$ cat src/rtl/pcim_pkg.sv
package pcim_pkg;
  typedef enum logic [1:0] {
    ST_IDLE = 2'd0,
    ST_ADDR = 2'd1,
    ST_WAIT = 2'd2,
    ST_END  = 2'd3
  } pcim_state_e;

  localparam int unsigned WR_BIT = 0;
endpackage

$ cat src/rtl/pcim_seq.sv
module pcim_seq
  import pcim_pkg::*;
#(
  parameter int unsigned TO_W = 8
) (
  input  logic        clk,
  input  logic        rst,
  input  logic        go_i,
  input  logic        trdy_n_i,
  output pcim_state_e state_o,
  output logic        capture_o,
  output logic        finish_o
);
  localparam logic [TO_W-1:0] TO_MAX = {TO_W{1'b1}};

  pcim_state_e     state_q;
  logic [TO_W-1:0] wd_q;

  // TRDY# low forces the carry at once; otherwise the counter runs to its limit.
  logic carry;
  assign carry     = !trdy_n_i || (wd_q == TO_MAX);
  assign capture_o = (state_q == ST_WAIT) && !trdy_n_i;
  assign finish_o  = (state_q == ST_END);
  assign state_o   = state_q;

  always_ff @(posedge clk) begin
    if (rst) begin
      state_q <= ST_IDLE;
      wd_q    <= '0;
    end else begin
      case (state_q)
        ST_IDLE: if (go_i) state_q <= ST_ADDR;
        ST_ADDR: begin
          state_q <= ST_WAIT;
          wd_q    <= '0;
        end
        ST_WAIT: begin
          if (carry) state_q <= ST_END;
          else       wd_q    <= wd_q + 1'b1;
        end
        default: state_q <= ST_IDLE;
      endcase
    end
  end
endmodule

$ cat src/rtl/pcim_drive.sv
module pcim_drive
  import pcim_pkg::*;
#(
  parameter int unsigned BUS_W = 32,
  parameter int unsigned CBE_W = BUS_W / 8
) (
  input  logic             clk,
  input  logic             rst,
  input  pcim_state_e      state_i,
  input  logic [BUS_W-1:0] addr_i,
  input  logic [BUS_W-1:0] wdata_i,
  input  logic [CBE_W-1:0] cmd_i,
  input  logic [CBE_W-1:0] be_i,
  output logic             frame_n_o,
  output logic             frame_oe_o,
  output logic             irdy_n_o,
  output logic             irdy_oe_o,
  output logic [BUS_W-1:0] ad_o,
  output logic             ad_oe_o,
  output logic [CBE_W-1:0] cbe_n_o,
  output logic             cbe_oe_o
);
  // Falling-edge registers: every level is settled by the next rising edge.
  always_ff @(negedge clk) begin
    if (rst) begin
      frame_n_o  <= 1'b1;
      frame_oe_o <= 1'b0;
      irdy_n_o   <= 1'b1;
      irdy_oe_o  <= 1'b0;
      ad_o       <= '0;
      ad_oe_o    <= 1'b0;
      cbe_n_o    <= '1;
      cbe_oe_o   <= 1'b0;
    end else begin
      frame_n_o  <= (state_i != ST_ADDR);
      irdy_n_o   <= (state_i != ST_WAIT);
      frame_oe_o <= (state_i != ST_IDLE);
      irdy_oe_o  <= (state_i != ST_IDLE);
      case (state_i)
        ST_ADDR: begin
          ad_o     <= addr_i;
          ad_oe_o  <= 1'b1;
          cbe_n_o  <= cmd_i;
          cbe_oe_o <= 1'b1;
        end
        ST_WAIT: begin
          ad_o     <= wdata_i;
          ad_oe_o  <= cmd_i[WR_BIT];
          cbe_n_o  <= be_i;
          cbe_oe_o <= 1'b1;
        end
        default: begin
          ad_oe_o  <= 1'b0;
          cbe_oe_o <= 1'b0;
        end
      endcase
    end
  end
endmodule

$ cat src/rtl/pcim_result.sv
module pcim_result #(
  parameter int unsigned BUS_W = 32,
  parameter int unsigned CBE_W = BUS_W / 8
) (
  input  logic             clk,
  input  logic             rst,
  input  logic             go_i,
  input  logic             capture_i,
  input  logic             finish_i,
  input  logic [BUS_W-1:0] ad_i,
  input  logic [CBE_W-1:0] cbe_i,
  output logic [BUS_W-1:0] rdata_o,
  output logic [CBE_W-1:0] cbe_stat_o,
  output logic             valid_o,
  output logic             done_o
);
  always_ff @(posedge clk) begin
    if (rst) begin
      rdata_o    <= '0;
      cbe_stat_o <= '0;
      valid_o    <= 1'b0;
      done_o     <= 1'b0;
    end else begin
      if (go_i) begin
        valid_o <= 1'b0;
        done_o  <= 1'b0;
      end
      if (capture_i) begin
        rdata_o    <= ad_i;
        cbe_stat_o <= cbe_i;
        valid_o    <= 1'b1;
      end
      if (finish_i) done_o <= 1'b1;
    end
  end
endmodule

$ cat src/rtl/pci_single_master.sv
module pci_single_master
  import pcim_pkg::*;
#(
  parameter int unsigned BUS_W = 32,
  parameter int unsigned TO_W  = 8,
  localparam int unsigned CBE_W = BUS_W / 8
) (
  input  logic             clk,
  input  logic             rst,
  input  logic             start_i,
  input  logic [BUS_W-1:0] addr_i,
  input  logic [BUS_W-1:0] wdata_i,
  input  logic [CBE_W-1:0] cmd_i,
  input  logic [CBE_W-1:0] be_i,
  input  logic             trdy_n_i,
  input  logic [BUS_W-1:0] ad_i,
  input  logic [CBE_W-1:0] cbe_i,
  output logic             frame_n_o,
  output logic             frame_oe_o,
  output logic             irdy_n_o,
  output logic             irdy_oe_o,
  output logic [BUS_W-1:0] ad_o,
  output logic             ad_oe_o,
  output logic [CBE_W-1:0] cbe_n_o,
  output logic             cbe_oe_o,
  output logic [BUS_W-1:0] rdata_o,
  output logic [CBE_W-1:0] cbe_stat_o,
  output logic             valid_o,
  output logic             done_o
);
  pcim_state_e      state;
  logic             capture, finish, go;
  logic [BUS_W-1:0] addr_q, wdata_q;
  logic [CBE_W-1:0] cmd_q, be_q;

  assign go = start_i && (state == ST_IDLE);

  // The request is held for the whole access.
  always_ff @(posedge clk) begin
    if (rst) begin
      addr_q  <= '0;
      wdata_q <= '0;
      cmd_q   <= '0;
      be_q    <= '1;
    end else if (go) begin
      addr_q  <= addr_i;
      wdata_q <= wdata_i;
      cmd_q   <= cmd_i;
      be_q    <= be_i;
    end
  end

  pcim_seq #(.TO_W(TO_W)) u_seq (
    .clk(clk), .rst(rst), .go_i(go), .trdy_n_i(trdy_n_i),
    .state_o(state), .capture_o(capture), .finish_o(finish)
  );

  pcim_drive #(.BUS_W(BUS_W), .CBE_W(CBE_W)) u_drive (
    .clk(clk), .rst(rst), .state_i(state),
    .addr_i(addr_q), .wdata_i(wdata_q), .cmd_i(cmd_q), .be_i(be_q),
    .frame_n_o(frame_n_o), .frame_oe_o(frame_oe_o),
    .irdy_n_o(irdy_n_o), .irdy_oe_o(irdy_oe_o),
    .ad_o(ad_o), .ad_oe_o(ad_oe_o), .cbe_n_o(cbe_n_o), .cbe_oe_o(cbe_oe_o)
  );

  pcim_result #(.BUS_W(BUS_W), .CBE_W(CBE_W)) u_result (
    .clk(clk), .rst(rst), .go_i(go), .capture_i(capture), .finish_i(finish),
    .ad_i(ad_i), .cbe_i(cbe_i),
    .rdata_o(rdata_o), .cbe_stat_o(cbe_stat_o), .valid_o(valid_o), .done_o(done_o)
  );
endmodule

$ cat config.mk
export PLATFORM = sky130hd
export DESIGN_NAME = pci_single_master
export DESIGN_NICKNAME = d
export VERILOG_FILES = /design/src/rtl/pcim_pkg.sv /design/src/rtl/pcim_seq.sv /design/src/rtl/pcim_drive.sv /design/src/rtl/pcim_result.sv /design/src/rtl/pci_single_master.sv
export SDC_FILE = /design/constraint.sdc
export NUM_CORES = 1
export LEC_CHECK = 0
export ABC_AREA = 1
export BUFFER_PORTS_ARGS = -buffer_cell sky130_fd_sc_hd__buf_2
export CAP_MARGIN = 20
export CORE_UTILIZATION = 54
export CTS_CLUSTER_DIAMETER = 200
export DETAILED_ROUTE_END_ITERATION = 6
export PLACE_DENSITY = 0.88
export REMOVE_ABC_BUFFERS = 1
export SLEW_MARGIN = 20
export SYNTH_ARGS = -nofsm -noshare
export SYNTH_HDL_FRONTEND = slang
export SYNTH_SLANG_ARGS = --single-unit
$ cat constraint.sdc
create_clock -name clk -period 2.9 [get_ports clk]
set_clock_uncertainty 0.1 [all_clocks]
set_input_delay 0.145 -clock clk [delete_from_list [all_inputs] [get_ports clk]]
set_output_delay 0.145 -clock clk [all_outputs]
set_load 0.005 [all_outputs]
## Word-level counts from Yosys, hierarchy flattened

Cells that the tools add are included.

| storage, ports and cells | value |
|---|---|
| register bits | 161 |
| input bits | 112 |
| output and inout bits | 80 |
| word-level logic and storage cells | 51 |

| operators by class | value |
|---|---|
| add/sub/neg operators | 1 |
| equality and inequality tests | 9 |
| muxes and demuxes | 12 |
| reductions and logical operators | 12 |

Operator list:

| kind | count |
|---|---|
| 32-bit case mux with 2 select lines | 1 |
| 8-bit case mux with 2 select lines | 1 |
| 8-bit by 1-bit adder with 8-bit output (second input constant) | 1 |
| 8-bit equality test (second input constant) | 1 |
| 8-bit two-way mux | 1 |
| 2-bit != test (second input constant) | 4 |
| 4-bit case mux with 2 select lines | 1 |
| 2-bit nonzero test | 4 |
| 2-bit case mux with 3 select lines | 1 |
| 2-bit equality test (second input constant) | 2 |
| 1-bit two-way mux | 4 |
| 2-bit two-way mux | 2 |
| 2-bit AND reduction | 2 |
| 2-bit by 1-bit equality test with 1-bit output (second input constant) | 1 |
| 1-bit logical AND | 2 |
| 2-bit zero test | 1 |
| 2-bit by 1-bit != test with 1-bit output (second input constant) | 1 |
| 1-bit case mux with 2 select lines | 1 |
| 2-bit OR reduction | 1 |
| 1-bit zero test | 1 |
| 1-bit logical OR | 1 |

## Logic depth before layout (Yosys ltp)

| logic depth | value |
|---|---|
| depth after elaboration | 4 |
| depth in mapped cells | 10 |
| depth with buffers taken out | 10 |

## By module

A second synthesis with hierarchy kept.

| unflattened totals | value |
|---|---|
| cells, all modules | 1055 |
| area total of the unflattened synthesis | 7270.7 um^2 |

By module, submodules not included:

| module | times used | cells each | area each (um^2) | sequential area each (um^2) |
|---|---|---|---|---|
| pci_single_master | 1 | 466 | 3140.5 | 1441.4 |
| pcim_drive | 1 | 329 | 2069.5 | 820.8 |
| pcim_result | 1 | 164 | 1382.6 | 760.7 |
| pcim_seq | 1 | 96 | 678.2 | 200.2 |

==> run metrics <==
status=completed; crit-path max FO=20; number of buffers created by CTS=17; Mapped Cells=786; compound-gate portion of the synthesized area=19.0%; first-pass GRT wire length=32100 microns; Tightest Pin Transition=682 ps; crit end category=register; initial antenna violation count=0; post-synthesis sequential area ratio=53.9%; vias per cell=5.50; hold slack=99.0 ps; clk_lat worst skew=540 ps; syn_area_per_cell=7.61 sq um; PD cells=942 mW/mm^2; Die W=107 microns; Worst slew margin=54.5%; CP max stage delay=340 ps; largest family of logic cells by synthesized area=simple AND/OR/NAND/NOR gates; Iter 0 DRT Violations=677; Placed Instances=1080; HPWL after DPL=10100 microns; CTS Root Cell=clkbuf_8; post-synthesis cell area=0.00598 sq mm; Area Overhead vs Synth=50.2%; routed len/inst=16.7 microns; post-CTS setup buffer count=0; Die Height=107 microns; Fillers=635; Worst EP arrival=1710 ps; Synth Area in XOR/XNOR=0.146%; Core Area=0.0108 sq mm; Adder-Cell Fraction of Synth Area=1.25%; simple-gate area share of the yosys netlist=20.4%; Core Rows=38; RSZ-0062 raised after global routing=yes; mux cell area share after synthesis=0%; Nets=1227; Synth cell types=24; Final Hold Vio Count=0; yosys warns=0; ant diodes=0; # DRC=0; leakage power=4.29 nW; total grt overflow=0; layout cell share with drive strength beyond 1=23.1%; Critical Path Start Type=register; total track usage=36.3%; CTS tree=done; most frequent cells in the layout=225 x nor2_1, 191 x buf_2, 160 x dfxtp_1; clk sinks=161; total number of vias=6944; Die Footprint=0.0115 sq mm; Post-Route WL=21000 microns; critical path's top delay family=flip-flops; WP data required=1760 ps; FF+latch count, synth=161; Crit-path slowest cell=dfxtp_1; Clock transition at path regs=70 ps; IO Port Bufs=191; Max-Cap Viols=0; CP Cell Sequence=inv_2, ha_4, inv_2, buf_12, a21oi_1, a21oi_1; Post-Layout Cell Count=1262; WP buf/inv=3; commonest non-fill, non-tap cell in the layout=nor2_1; Post-DRT Antenna Nets=0; IO Pins=192; largest net degree at the start of global routing=75; H-tree levels=4; initial core utilization=55.2%; final setup fails=0; VDD IR max=0.679 mV; RD Place Congestion=0.785; DRT Pass-1 Iters=5; Setup TNS=0 ps; final number of max-transition violations=0; Hold Path Class=input pin to register; worst setup path class=register to register; vias in the first global route=6617; Bufs on Longest Clock Path=2
[registers in the layout, indices dropped and copies added (netlist names)]
name,cells
addr_q,32
be_q,4
cmd_q,4
u_drive.ad_o,32
u_drive.ad_oe_o,1
u_drive.cbe_n_o,4
u_drive.cbe_oe_o,1
u_drive.frame_n_o,1
u_drive.frame_oe_o,1
u_drive.irdy_n_o,1
u_result.cbe_stat_o,4
u_result.done_o,1
u_result.rdata_o,32
u_result.valid_o,1
u_seq.state_o,2
u_seq.wd_q,8
wdata_q,32
[kinds of logic after synthesis]
| logic type | after synthesis |
|---|---|
| DFF | 161 |
| adders and majority gates | 6 |
| xor gates and xnor gates | 1 |
| AOI/OAI and AO/OA | 226 |
| buffers and inverters | 77 |
| and+or+nand+nor | 315 |
[routing by layer]
layer  GRT usage, %  part of all wire [%]
met5              0                     0
met4           19.9                   4.2
met3           10.2                   7.9
met2           62.7                    50
met1           40.3                    38
[synthesized netlist by cell type]
cell      number  area (sq um)
inv_2          3          11.3
a21oi_1       77           385
xor2_1         1          8.76
nand2_2        1          6.26
nor3b_1        1          7.51
buf_2         12          60.1
clkbuf_2       3          15.0
nor2_2         1          6.26
buf_1          1          3.75
o22ai_1        1          6.26
nand2_1       71           267
nor3_1         1          5.00
o21bai_1       1          7.51
o21ai_0      147           736
nand3_1       13          65.1
clkbuf_1      37           139
buf_4          2          15.0
inv_1         18          67.6
nand4_1        1          6.26
ha_1           6          75.1
buf_6          1          11.3
nor2_4         1          11.3
dfxtp_1      161          3220
nor2_1       225           845
[cell type report]
cell class	count	area, sq um	area share (%)
well taps	140	175	1.95
inverters	20	76.3	0.849
clock inverters	51	238	2.65
flip-flops and latches	161	3220	35.9
repair buffers	320	2290	25.5
clock buffers	22	497	5.53
multi-input cells	548	2490	27.7
[power by group]
group | internal [W] | switching, W | total (W)
combinational | 0.00113 | 0.00167 | 0.00280
sequential | 0.00283 | 0.000360 | 0.00319
clock | 0.00137 | 0.00111 | 0.00247
total | 0.00533 | 0.00313 | 0.00846
[metrics by stage]
step	total power, W	worst slack, ps	util [%]	cell area [sq um]
2_1_floorplan	0.00458	-746	-	5740
3_3_place_gp	0.00555	93.2	65.4	7090
3_5_place_dp	0.00565	0.968	65.4	7090
4_1_cts	0.00821	15.7	82.6	8950
5_1_grt	0.00893	-8.23	82.9	8990
6_report	0.00846	47.8	82.9	8990
[tightest hold or removal path: stages]
cell	delay, ps
buf_2	120
nand2_1	60
inv_1	50
nand2_2	190
o22ai_1	120
[final timing paths]
path                     from                to  slack [ps]  cells past startpoint
max reg2reg  u_seq.state_o[0]  u_drive.ad_o[30]          50                      6
min reg2reg        addr_q[13]        addr_q[13]         380                      2
min                  trdy_n_i     u_seq.wd_q[1]         100                      5
max          u_seq.state_o[0]  u_drive.ad_o[30]          50                      6
[what timing repair did]
action | in CTS | in global routing
pin swaps | 0 | 0
setup endpoints to repair | 14 | 27
resized for setup | 7 | 14
cloned | 0 | 0
hold buffers | 110 | 0
hold endpoints to repair | 115 | 0
Note: power is estimated with default switching activity, not from simulation.
